[src/rtl/irq_csr_pkg.sv]
package irq_csr_pkg;

    localparam logic [11:0] ADDR_MIE    = 12'h304;
    localparam logic [11:0] ADDR_MIP    = 12'h344;
    localparam logic [11:0] ADDR_ISA    = 12'h301;
    localparam logic [11:0] ADDR_VENDOR = 12'hF11;
    localparam logic [11:0] ADDR_ARCH   = 12'hF12;
    localparam logic [11:0] ADDR_IMPL   = 12'hF13;
    localparam logic [11:0] ADDR_HART   = 12'hF14;

    localparam int BIT_TMR = 7;
    localparam int BIT_PIN = 16;
    localparam int BIT_MSG = 17;

    localparam logic [31:0] ISA_VALUE    = 32'h4080_1107;
    localparam logic [31:0] VENDOR_VALUE = 32'h0000_0000;
    localparam logic [31:0] ARCH_VALUE   = 32'd53;
    localparam logic [31:0] IMPL_VALUE   = 32'h5256_436F;

    localparam logic [31:0] IRQ_MASK = (32'd1 << BIT_TMR) | (32'd1 << BIT_PIN) | (32'd1 << BIT_MSG);

    typedef struct packed {
        logic msg;
        logic pin;
        logic tmr;
    } irq_vec_t;

    typedef enum logic [2:0] {
        SEL_NONE,
        SEL_MIE,
        SEL_MIP,
        SEL_ISA,
        SEL_VENDOR,
        SEL_ARCH,
        SEL_IMPL,
        SEL_HART
    } csr_sel_e;

    function automatic logic [31:0] irq_to_word(irq_vec_t v);
        logic [31:0] w;
        w = '0;
        w[BIT_TMR] = v.tmr;
        w[BIT_PIN] = v.pin;
        w[BIT_MSG] = v.msg;
        return w;
    endfunction

    function automatic irq_vec_t word_to_irq(logic [31:0] w);
        irq_vec_t v;
        v.tmr = w[BIT_TMR];
        v.pin = w[BIT_PIN];
        v.msg = w[BIT_MSG];
        return v;
    endfunction

    function automatic csr_sel_e decode_addr(logic [11:0] a);
        case (a)
            ADDR_MIE:    return SEL_MIE;
            ADDR_MIP:    return SEL_MIP;
            ADDR_ISA:    return SEL_ISA;
            ADDR_VENDOR: return SEL_VENDOR;
            ADDR_ARCH:   return SEL_ARCH;
            ADDR_IMPL:   return SEL_IMPL;
            ADDR_HART:   return SEL_HART;
            default:     return SEL_NONE;
        endcase
    endfunction

endpackage

[src/rtl/irq_change_detect.sv]
module irq_change_detect #(
    parameter int W = 8
) (
    input  logic         clk,
    input  logic         rst,
    input  logic [W-1:0] vec_i,
    output logic         change_o
);

    logic [W-1:0] prev_q;
    logic         primed_q;

    always_ff @(posedge clk) begin
        if (rst) begin
            prev_q   <= '0;
            primed_q <= 1'b0;
        end else begin
            prev_q   <= vec_i;
            primed_q <= 1'b1;
        end
    end

    assign change_o = primed_q && (vec_i != prev_q);

    AST_STEADY_QUIET: assert property (@(posedge clk) disable iff (rst)
        ($past(!rst) && $stable(vec_i)) |-> !change_o);

endmodule

[src/rtl/irq_sticky_bit.sv]
module irq_sticky_bit (
    input  logic clk,
    input  logic rst,
    input  logic set_i,
    input  logic wr_i,
    input  logic wd_i,
    output logic q_o
);

    logic q;

    always_ff @(posedge clk) begin
        if (rst)
            q <= 1'b0;
        else if (set_i)
            q <= 1'b1;
        else if (wr_i)
            q <= wd_i;
    end

    assign q_o = q;

    AST_SET_WINS: assert property (@(posedge clk) disable iff (rst)
        (set_i && wr_i && !wd_i) |=> q_o);

    AST_STICKY_HOLD: assert property (@(posedge clk) disable iff (rst)
        (!set_i && !wr_i) |=> $stable(q_o));

endmodule

[src/rtl/irq_csr_readmux.sv]
module irq_csr_readmux
    import irq_csr_pkg::*;
#(
    parameter logic [31:0] HART_ID = 32'd0
) (
    input  logic [11:0] addr_i,
    input  irq_vec_t    mie_i,
    input  irq_vec_t    mip_i,
    output logic [31:0] rdata_o
);

    csr_sel_e sel;

    always_comb begin
        sel = decode_addr(addr_i);
        unique case (sel)
            SEL_MIE:    rdata_o = irq_to_word(mie_i);
            SEL_MIP:    rdata_o = irq_to_word(mip_i);
            SEL_ISA:    rdata_o = ISA_VALUE;
            SEL_VENDOR: rdata_o = VENDOR_VALUE;
            SEL_ARCH:   rdata_o = ARCH_VALUE;
            SEL_IMPL:   rdata_o = IMPL_VALUE;
            SEL_HART:   rdata_o = HART_ID;
            default:    rdata_o = '0;
        endcase
    end

endmodule

[src/rtl/irq_csr_unit.sv]
module irq_csr_unit
    import irq_csr_pkg::*;
#(
    parameter int          PIN_W   = 8,
    parameter logic [31:0] HART_ID = 32'd0
) (
    input  logic             clk,
    input  logic             rst,
    input  logic [11:0]      csr_addr,
    input  logic             csr_wen,
    input  logic [31:0]      csr_wdata,
    output logic [31:0]      csr_rdata,
    input  logic             global_ie,
    input  logic             timer_pend,
    input  logic [PIN_W-1:0] pin_vec,
    input  logic             msg_valid,
    output logic             irq_req
);

    localparam int N_STICKY = 2;

    irq_vec_t mie_q;
    irq_vec_t mip_v;
    irq_vec_t wr_v;
    logic     pin_chg;
    logic     wr_mie;
    logic     wr_mip;

    logic [N_STICKY-1:0] sticky_set;
    logic [N_STICKY-1:0] sticky_wd;
    logic [N_STICKY-1:0] sticky_q;

    assign wr_v   = word_to_irq(csr_wdata);
    assign wr_mie = csr_wen && (csr_addr == ADDR_MIE);
    assign wr_mip = csr_wen && (csr_addr == ADDR_MIP);

    always_ff @(posedge clk) begin
        if (rst)
            mie_q <= '0;
        else if (wr_mie)
            mie_q <= wr_v;
    end

    irq_change_detect #(.W(PIN_W)) chg_i (
        .clk      (clk),
        .rst      (rst),
        .vec_i    (pin_vec),
        .change_o (pin_chg)
    );

    assign sticky_set = {msg_valid, pin_chg};
    assign sticky_wd  = {wr_v.msg, wr_v.pin};

    for (genvar g = 0; g < N_STICKY; g++) begin : g_sticky
        irq_sticky_bit bit_i (
            .clk   (clk),
            .rst   (rst),
            .set_i (sticky_set[g]),
            .wr_i  (wr_mip),
            .wd_i  (sticky_wd[g]),
            .q_o   (sticky_q[g])
        );
    end

    assign mip_v.tmr = timer_pend;
    assign mip_v.pin = sticky_q[0];
    assign mip_v.msg = sticky_q[1];

    assign irq_req = global_ie && ((mip_v & mie_q) != '0);

    irq_csr_readmux #(.HART_ID(HART_ID)) rd_i (
        .addr_i  (csr_addr),
        .mie_i   (mie_q),
        .mip_i   (mip_v),
        .rdata_o (csr_rdata)
    );

    AST_RSVD_ZERO: assert property (@(posedge clk) disable iff (rst)
        ((csr_addr == ADDR_MIE) || (csr_addr == ADDR_MIP)) |-> ((csr_rdata & ~IRQ_MASK) == '0));

    AST_TIMER_LIVE: assert property (@(posedge clk) disable iff (rst)
        (csr_addr == ADDR_MIP) |-> (csr_rdata[BIT_TMR] == timer_pend));

    AST_PIN_LATCH: assert property (@(posedge clk) disable iff (rst)
        pin_chg |=> mip_v.pin);

    AST_MSG_LATCH: assert property (@(posedge clk) disable iff (rst)
        msg_valid |=> mip_v.msg);

    AST_IRQ_GATED: assert property (@(posedge clk) disable iff (rst)
        !global_ie |-> !irq_req);

    AST_MIE_HOLD: assert property (@(posedge clk) disable iff (rst)
        !wr_mie |=> $stable(mie_q));

endmodule

[config.mk]
export PLATFORM = sky130hd
export DESIGN_NAME = irq_csr_unit
export DESIGN_NICKNAME = d
export VERILOG_FILES = /design/src/rtl/irq_csr_pkg.sv /design/src/rtl/irq_change_detect.sv /design/src/rtl/irq_sticky_bit.sv /design/src/rtl/irq_csr_readmux.sv /design/src/rtl/irq_csr_unit.sv
export SDC_FILE = /design/constraint.sdc
export NUM_CORES = 1
export LEC_CHECK = 0
export ABC_AREA = 1
export BUFFER_PORTS_ARGS = -buffer_cell sky130_fd_sc_hd__clkbuf_2
export CAP_MARGIN = 5
export CORE_MARGIN = 1
export CORE_UTILIZATION = 41
export DETAILED_ROUTE_END_ITERATION = 10
export PLACE_DENSITY = 0.82
export SETUP_SLACK_MARGIN = 0.15
export SYNTH_ARGS = -nofsm -noshare
export SYNTH_HDL_FRONTEND = slang
export SYNTH_SLANG_ARGS = --single-unit
export TNS_END_PERCENT = 10
[constraint.sdc]
create_clock -name clk -period 4.01 [get_ports clk]
set_input_delay 0.802 -clock clk [delete_from_list [all_inputs] [get_ports clk]]
set_output_delay 0.802 -clock clk [all_outputs]
set_load 0.01 [all_outputs]
==> tab_implementation.tex, run 1 <==
\begin{tabular}{lr}
\hline
Metric & Value \\
\hline
\multicolumn{2}{l}{\textbf{Run status}} \\
\quad Run status & completed \\
\multicolumn{2}{l}{\textbf{Synthesis}} \\
\quad Compound-Gate Fraction of Synth Area & 8.01\% \\
\quad Count of warnings emitted by yosys & 0 \\
\quad Number of flip-flops and latches in the synthesized netlist & 14 \\
\quad Dominant register cell in the synthesized netlist & dfxtp\_1 \\
\quad Cell taking the most area after synthesis & dfxtp\_1 \\
\quad Most common cell in the netlist & inv\_1 \\
\quad Proportion of synthesized area in mux cells & 0\% \\
\quad Number of unique standard cell types used by synthesis & 28 \\
\quad Sequential area share after synthesis & 25.6\% \\
\quad Main combinational cell family by area after synthesis & simple AND/OR/NAND/NOR gates \\
\quad XOR/XNOR Fraction of Synth Area & 4.81\% \\
\quad Synth Area in Adders & 0\% \\
\quad Share of the synthesized area in the top cell type & 25.6\% \\
\quad Area of the mapped netlist & 1090 um2 \\
\quad Simple-gate portion of the synthesized area & 33.1\% \\
\quad Average size of a mapped cell & 6.67 um2 \\
\quad Async S/R FF share, synth & 0\% \\
\quad Mapped Cells & 164 \\
\quad Most instantiated cells after synthesis & inv\_1 (31), nand2\_1 (26), buf\_4 (23) \\
\quad Leading post-synthesis cells by cell area & dfxtp\_1 (26\%), buf\_4 (16\%), inv\_1 (11\%) \\
\quad Post-synth EDFFs & 0 \\
\multicolumn{2}{l}{\textbf{Detailed routing}} \\
\quad DRT Wirelength & 1920 um \\
\quad Avg Vias per Cell & 4.29 \\
\quad First-pass DRT Iterations & 4 \\
\quad DRC viols & 0 \\
\quad Vias after detailed routing & 1005 \\
\quad Drt initial violations & 8 \\
\quad Remaining antenna violation count & 0 \\
\quad Routed len/inst & 8.22 um \\
\multicolumn{2}{l}{\textbf{Global route}} \\
\quad Antenna violations before repair & 0 \\
\quad Congestion Overflow GR & 0 \\
\quad Aggregate global-route resource usage & 13.9\% \\
\quad Number of global-route vias before repair & 765 \\
\quad Pin count of the biggest net entering global routing & 11 \\
\quad Global-route wire length before repair & 2970 um \\
\multicolumn{2}{l}{\textbf{Worst setup path}} \\
\quad Worst path required time & 3.21 ns \\
\quad Cell with the largest stage delay on the worst path & inv\_1 \\
\quad Critical path peak fanout & 9 \\
\quad Cells along the critical path & clkbuf\_2 > inv\_1 > nand2\_2 > nor2\_1 > nand3\_2 > nand4\_1 > nand4\_2 > inv\_1 > clkbuf\_2 \\
\quad Crit path launch & csr\_addr[1] \\
\quad Element type at the critical path end & output pin \\
\quad Arrival time of data at the critical path endpoint & 2.03 ns \\
\quad RR Endpoint & g\_sticky[0].bit\_i.q\_o \\
\quad Critical R2R Launch & chg\_i.prev\_q[6] \\
\quad R2R depth & 6 \\
\quad Kind of critical path & in2out \\
\quad Sort of element at the start of the critical path & input pin \\
\quad Worst-case register-to-register setup slack & 2.97 ns \\
\quad Critical path's largest stage delay & 0.20 ns \\
\multicolumn{2}{l}{\textbf{Layout}} \\
\quad Proportion of layout cells with a drive suffix above 1 & 36.8\% \\
\quad Area growth from synthesis to final layout & 16.9\% \\
\quad Number of fillers in the final layout & 261 \\
\quad Antenna diode instance count & 0 \\
\quad Post-layout nets & 263 \\
\quad Final cell utilization of the core & 51.2\% \\
\quad Final non-filler cell total & 234 \\
\multicolumn{2}{l}{\textbf{Clock network}} \\
\quad Number of sinks driven by the clock tree & 14 \\
\quad Worst-Skew Late Latency & 0.28 ns \\
\quad CTS tree & yes \\
\quad Root buffer cell & clkbuf\_4 \\
\quad Number of buffers created by CTS & 3 \\
\quad Number of H-tree levels & 1 \\
\quad CTS-repair resized insts & 0 \\
\quad CTS max path bufs & 2 \\
\quad Number of hold-repair buffers added at the cts stage & 0 \\
\quad Buffer count from post-CTS setup fixing & 0 \\
\quad Clock transition time at the flip-flop clock pins of the worst setup and hold paths & 0.09 ns \\
\multicolumn{2}{l}{\textbf{Place}} \\
\quad Cell Count Post-Placement & 230 \\
\quad Count of buffers inserted at the top-level ports & 50 \\
\quad Placed wire-length estimate after detailed placement & 1660 um \\
\quad Final RePlAce weighted congestion & 0.752 \\
\multicolumn{2}{l}{\textbf{STA}} \\
\quad Max Fclk & 353 MHz \\
\quad Final number of max-transition violations & 0 \\
\quad Final Cycle Share & 70.6\% \\
\quad Unrepaired setup endpoints after global routing & false \\
\quad Final-report hold violation count & 0 \\
\quad Min Clock Period, post-route & 2.83 ns \\
\quad Clock Skew & 0.00137 ns \\
\quad Setup-failing EPs final & 0 \\
\quad Post-route setup TNS & 0 ns \\
\multicolumn{2}{l}{\textbf{Floorplan}} \\
\quad Effective utilization at floorplan & 43.7\% \\
\quad IO Pins & 91 \\
\quad Number of cell rows & 18 \\
\quad Die span in y & 53.6 um \\
\quad Die Wd & 53.6 um \\
\quad Core ar. & 2500 um2 \\
\quad Die area & 2880 um2 \\
\multicolumn{2}{l}{\textbf{Min path}} \\
\quad Hold Path Depth & 2 \\
\quad Min-Delay Endpoint & g\_sticky[0].bit\_i.q\_o \\
\quad Worst hold path type & reg2reg \\
\quad Startpoint of the lowest-slack hold path & chg\_i.primed\_q \\
\multicolumn{2}{l}{\textbf{Job}} \\
\quad Max-Cap Viols & 0 \\
\multicolumn{2}{l}{\textbf{Power}} \\
\quad Power per unit of standard cell area & 237 nW/um2 \\
\quad IR Drop Worst-Case VDD & 0.126 mV \\
\quad LEAKAGE & 0.791 nW \\
\hline
\end{tabular}
[where the power goes]
| group | switching [W] | total [W] | leakage, nW | internal, W |
|---|---|---|---|---|
| registers | 0.00000278 | 0.000148 | 0.116 | 0.000145 |
| clock network | 0.0000466 | 0.000102 | 0.0210 | 0.0000552 |
| logic | 0.0000304 | 0.0000530 | 0.654 | 0.0000226 |
| total | 0.0000797 | 0.000303 | 0.791 | 0.000223 |
[metal layers]
metal  part of all wire (%)  global-route usage, %
met1                     47                   18.1
met4                   0.99                   3.95
met2                     47                   23.8
met3                    5.3                   1.69
met5                      0                      0
[cells by family after synthesis]
| logic type | count (synthesis) |
|---|---|
| other | 1 |
| buffers and inverters | 59 |
| flip-flops | 14 |
| XOR/XNOR | 6 |
| AND/OR/NAND/NOR | 69 |
| AO/OA/AOI/OAI | 15 |
[how the worst max path moves through the flow]
stage	end
floorplan	csr_rdata[14]
global placement	csr_rdata[18]
detailed placement	csr_rdata[25]
CTS	csr_rdata[25]
global route	csr_rdata[14]
finish	csr_rdata[25]
[per-stage QoR]
| step | worst slack (ns) | total power (W) | area, um2 | hold WS (ns) |
|---|---|---|---|---|
| 3_3_place_gp | 1.21 | 0.000203 | 1240 | 0.446 |
| 6_report | 1.18 | 0.000303 | 1280 | 0.458 |
| 4_1_cts | 1.15 | 0.000304 | 1280 | 0.462 |
| 3_5_place_dp | 1.15 | 0.000204 | 1240 | 0.450 |
| 5_1_grt | 0.966 | 0.000318 | 1280 | 0.489 |
| 2_1_floorplan | 1.37 | 0.000191 | 1130 | 0.437 |
[critical path, delay by kind of cell]
family	cells	cell delay [ns]
simple gates	5	0.67
buf+inv	4	0.55
[layout make-up]
class / instances / area (um2) / share of cell area (%)
well taps: 30 / 37.5 / 2.94
flip-flops and latches: 14 / 280 / 21.9
clock buffers: 4 / 36.3 / 2.84
repair buffers: 50 / 250 / 19.6
inverters: 35 / 131 / 10.3
multi-input cells: 101 / 543 / 42.5
[cell usage in the layout (no fill, tap or decap), types with 2 or more instances in the layout]
master     n
nor3_1     2
xor2_1     4
nor2_2     2
nand3_2    4
or2_2      2
conb_1    11
nand2_1   26
nor2_1    16
a21oi_1    4
inv_1     31
nand3_1    7
inv_2      3
nand2_2    3
clkbuf_2  50
o22ai_1    2
nor2_4     4
o21ai_0    5
dfxtp_1   14
xnor2_1    2
clkbuf_4   3
[sequential cells by signal, summed over array words and instances (netlist names)]
signal,cells
chg_i.prev_q,8
mie_q,3
g_sticky.bit_i.q_o,2
chg_i.primed_q,1
Power figures use the tool's default switching activity.
==> run 2: changes to the inputs <==
--- a/config.mk
+++ b/config.mk
@@ -5,13 +5,13 @@
 export SDC_FILE = /design/constraint.sdc
 export NUM_CORES = 1
 export LEC_CHECK = 0
-export ABC_AREA = 1
+export ABC_AREA = 0
 export BUFFER_PORTS_ARGS = -buffer_cell sky130_fd_sc_hd__clkbuf_2
 export CAP_MARGIN = 5
 export CORE_MARGIN = 1
-export CORE_UTILIZATION = 41
+export CORE_UTILIZATION = 37
 export DETAILED_ROUTE_END_ITERATION = 10
-export PLACE_DENSITY = 0.82
+export PLACE_DENSITY = 0.77
 export SETUP_SLACK_MARGIN = 0.15
 export SYNTH_ARGS = -nofsm -noshare
 export SYNTH_HDL_FRONTEND = slang
==> constraint.sdc (replaced) <==
create_clock -name clk -period 2.8 [get_ports clk]
set_input_delay 0.56 -clock clk [delete_from_list [all_inputs] [get_ports clk]]
set_output_delay 0.56 -clock clk [all_outputs]
set_load 0.01 [all_outputs]
==> tab_implementation.tex, run 2 <==
\begin{tabular}{lr}
\hline
Metric & Value \\
\hline
\multicolumn{2}{l}{\textbf{Run status}} \\
\quad Run status & completed \\
\multicolumn{2}{l}{\textbf{Floorplan}} \\
\quad Die area & 2870 um2 \\
\quad Effective utilization at floorplan & 39.4\% \\
\quad IO Pins & 91 \\
\quad Die Wd & 53.6 um \\
\quad Number of cell rows & 18 \\
\quad Die span in y & 53.6 um \\
\quad Core ar. & 2500 um2 \\
\multicolumn{2}{l}{\textbf{Layout}} \\
\quad Max reg flops & 8 \\
\quad Post-layout nets & 221 \\
\quad Most common cell after layout, fill and taps aside & clkbuf\_2 \\
\quad Antenna diode instance count & 0 \\
\quad Number of fillers in the final layout & 237 \\
\quad Proportion of layout cells with a drive suffix above 1 & 46.6\% \\
\quad Most flops, register & chg\_i.prev\_q \\
\quad Area growth from synthesis to final layout & 30.7\% \\
\quad Most frequent cells in the layout & clkbuf\_2 (47), dfxtp\_1 (14), conb\_1 (11) \\
\multicolumn{2}{l}{\textbf{Detailed routing}} \\
\quad Met1 Routed Length & 786 um \\
\quad DRT Wirelength & 2210 um \\
\quad Avg Vias per Cell & 4.96 \\
\quad Routed len/inst & 11.5 um \\
\quad DRC viols & 0 \\
\quad First-pass DRT Iterations & 7 \\
\quad Detailed-routed wire length on met3 & 198 um \\
\quad Met2 Routed Length & 1170 um \\
\quad Highest signal layer in the routed design & met4 \\
\quad Remaining antenna violation count & 0 \\
\quad Vias after detailed routing & 947 \\
\quad Drt initial violations & 15 \\
\multicolumn{2}{l}{\textbf{Global route}} \\
\quad Global-route wire length before repair & 2990 um \\
\quad Number of global-route vias before repair & 733 \\
\quad Pin count of the biggest net entering global routing & 15 \\
\quad Aggregate global-route resource usage & 15.0\% \\
\quad Congestion Overflow GR & 0 \\
\quad Antenna violations before repair & 0 \\
\multicolumn{2}{l}{\textbf{Worst setup path}} \\
\quad Sort of element at the start of the critical path & input pin \\
\quad CP Depth & 7 \\
\quad R2R depth & 4 \\
\quad Element type at the critical path end & output pin \\
\quad Worst-case register-to-register setup slack & 1.87 ns \\
\quad RR Endpoint & g\_sticky[0].bit\_i.q\_o \\
\quad Kind of critical path & in2out \\
\quad Cell with the largest stage delay on the worst path & or3b\_4 \\
\quad Critical path's largest stage delay & 0.44 ns \\
\quad Crit path launch & csr\_addr[1] \\
\quad Arrival time of data at the critical path endpoint & 2.09 ns \\
\quad Critical path peak fanout & 5 \\
\quad Number of buffer and inverter stages on the critical path & 3 \\
\quad Critical R2R Launch & chg\_i.prev\_q[5] \\
\quad Worst path top cell family by delay & simple AND/OR/NAND/NOR gates \\
\quad Cells along the critical path & clkbuf\_2 > or3b\_4 > a211oi\_4 > nand4\_1 > buf\_4 > and4bb\_2 > buf\_6 \\
\quad Worst path required time & 2.24 ns \\
\quad Capturing instance or port of the critical path & csr\_rdata[4] \\
\multicolumn{2}{l}{\textbf{Job}} \\
\quad Max-Cap Viols & 0 \\
\multicolumn{2}{l}{\textbf{Power}} \\
\quad LEAKAGE & 0.608 nW \\
\quad Switching share of power & 26.4\% \\
\quad Net switching power figure & 0.000107 W \\
\quad Relative contribution of sequential cells to total power & 52.3\% \\
\quad IR Drop Worst-Case VDD & 0.258 mV \\
\quad Part of the power in combinational logic & 20.7\% \\
\quad Portion of total power attributed to the clock network & 27.1\% \\
\quad Pint & 0.000299 W \\
\quad Power per unit of standard cell area & 315 nW/um2 \\
\multicolumn{2}{l}{\textbf{Synthesis}} \\
\quad Sequential area share after synthesis & 28.5\% \\
\quad Most instantiated cells after synthesis & buf\_4 (23), dfxtp\_1 (14), nor2b\_1 (9), xnor2\_1 (9), nor2\_1 (8) \\
\quad Mapped Cells & 113 \\
\quad Cell taking the most area after synthesis & dfxtp\_1 \\
\quad Average size of a mapped cell & 8.71 um2 \\
\quad Most common cell in the netlist & buf\_4 \\
\quad Share of the synthesized area in the top cell type & 28.5\% \\
\quad Number of unique standard cell types used by synthesis & 36 \\
\quad Post-synth EDFFs & 0 \\
\quad Async S/R FF share, synth & 0\% \\
\quad Leading post-synthesis cells by cell area & dfxtp\_1 (28\%), buf\_4 (18\%), xnor2\_1 (8.0\%) \\
\quad Number of flip-flops and latches in the synthesized netlist & 14 \\
\quad Area of the mapped netlist & 985 um2 \\
\quad Dominant register cell in the synthesized netlist & dfxtp\_1 \\
\quad Count of warnings emitted by yosys & 0 \\
\multicolumn{2}{l}{\textbf{Clock network}} \\
\quad CTS max path bufs & 2 \\
\quad Root buffer cell & clkbuf\_4 \\
\quad Worst-Skew Late Latency & 0.28 ns \\
\quad CTS tree & yes \\
\quad Number of H-tree levels & 1 \\
\quad Clock transition time at the flip-flop clock pins of the worst setup and hold paths & 0.07 ns \\
\quad Number of sinks driven by the clock tree & 14 \\
\quad Number of hold-repair buffers added at the cts stage & 0 \\
\quad Number of buffers created by CTS & 3 \\
\multicolumn{2}{l}{\textbf{Min path}} \\
\quad Hold Path Depth & 2 \\
\quad Worst hold path type & reg2reg \\
\quad Startpoint of the lowest-slack hold path & chg\_i.primed\_q \\
\multicolumn{2}{l}{\textbf{STA}} \\
\quad Unrepaired setup endpoints after global routing & true \\
\quad Final number of max-transition violations & 0 \\
\quad Final-report hold violation count & 0 \\
\quad Clock Skew & 0.000759 ns \\
\quad Min Clock Period, post-route & 2.65 ns \\
\quad Worst Hold Slack & 0.478 ns \\
\quad Final Cycle Share & 94.6\% \\
\quad Post-route setup TNS & 0 ns \\
\quad Max Fclk & 377 MHz \\
\quad Setup-failing EPs final & 0 \\
\multicolumn{2}{l}{\textbf{Place}} \\
\quad Count of buffers inserted at the top-level ports & 50 \\
\quad Placed wire-length estimate after detailed placement & 1700 um \\
\quad Final RePlAce weighted congestion & 0.745 \\
\hline
\end{tabular}
run 2: changes by cell type after synthesis, sizes merged, moves of 5 or more:
cell,change
inv,-30
nand2,-28
nor2,-14
nand3,-10
nor2b,+9
xnor2,+7
mux2i,+5
run 2: power by group through the flow:
stage / Sequential (W) / Clock (W) / Combinational (W)
floorplan: 0.000216 / 0 / 0.0000518
global placement: 0.000217 / 0 / 0.0000732
detailed placement: 0.000217 / 0 / 0.0000768
CTS: 0.000212 / 0.000116 / 0.0000781
global route: 0.000213 / 0.000120 / 0.0000924
finish: 0.000212 / 0.000110 / 0.0000838
run 2: per-layer routing:
layer  global-route usage, %  up-vias
met5                       0        -
met4                    7.89        0
met3                    2.54        6
met2                    29.4       66
met1                    14.8      418
li1                        -      457
run 2: layout make-up:
type	instances	area (um2)	area share, %
multi-input cells	80	594	46.2
flip-flops and latches	14	280	21.8
inverters	4	15.0	1.17
repair buffers	60	338	26.2
well taps	30	37.5	2.92
clock buffers	3	22.5	1.75
run 2: per-stage QoR:
step	area [um2]	utilization, %	total power, W	setup WS, ns	std cells
5_1_grt	1290	51.5	0.000425	0.0958	191
4_1_cts	1220	48.9	0.000407	0.146	188
3_3_place_gp	1170	46.7	0.000290	0.0719	183
2_1_floorplan	1020	-	0.000268	0.126	123
3_5_place_dp	1170	46.7	0.000294	0.00289	183
6_report	1290	51.5	0.000406	0.151	191
run 2: kinds of logic after synthesis:
logic type,synth area share (%)
AND/OR/NAND/NOR,27.6
flip-flops,28.5
AO/OA/AOI/OAI,10.5
multiplexers,5.08
other,0.381
buffers and inverters,19.9
XOR/XNOR,8.01
run 2: worst min-delay path by stage:
stage                            end  slack [ns]
5_1_grt        g_sticky[0].bit_i.q_o        0.50
6_report       g_sticky[0].bit_i.q_o        0.48
4_1_cts        g_sticky[0].bit_i.q_o        0.49
2_1_floorplan  g_sticky[0].bit_i.q_o        0.44
3_5_place_dp   g_sticky[0].bit_i.q_o        0.47
3_3_place_gp   g_sticky[0].bit_i.q_o        0.45
run 2: repair_timing:
action	CTS	global route
buffers inserted	2	3
gates resized for setup	4	13
pin swaps	1	4
endpoints found under the setup margin	17	17
run 2: worst register-to-register path: stages, from the launching register on:
cell and delay, ns:
dfxtp_1 0.32, xnor2_1 0.15, nand4_1 0.09, o21ai_0 0.17, a21oi_1 0.09
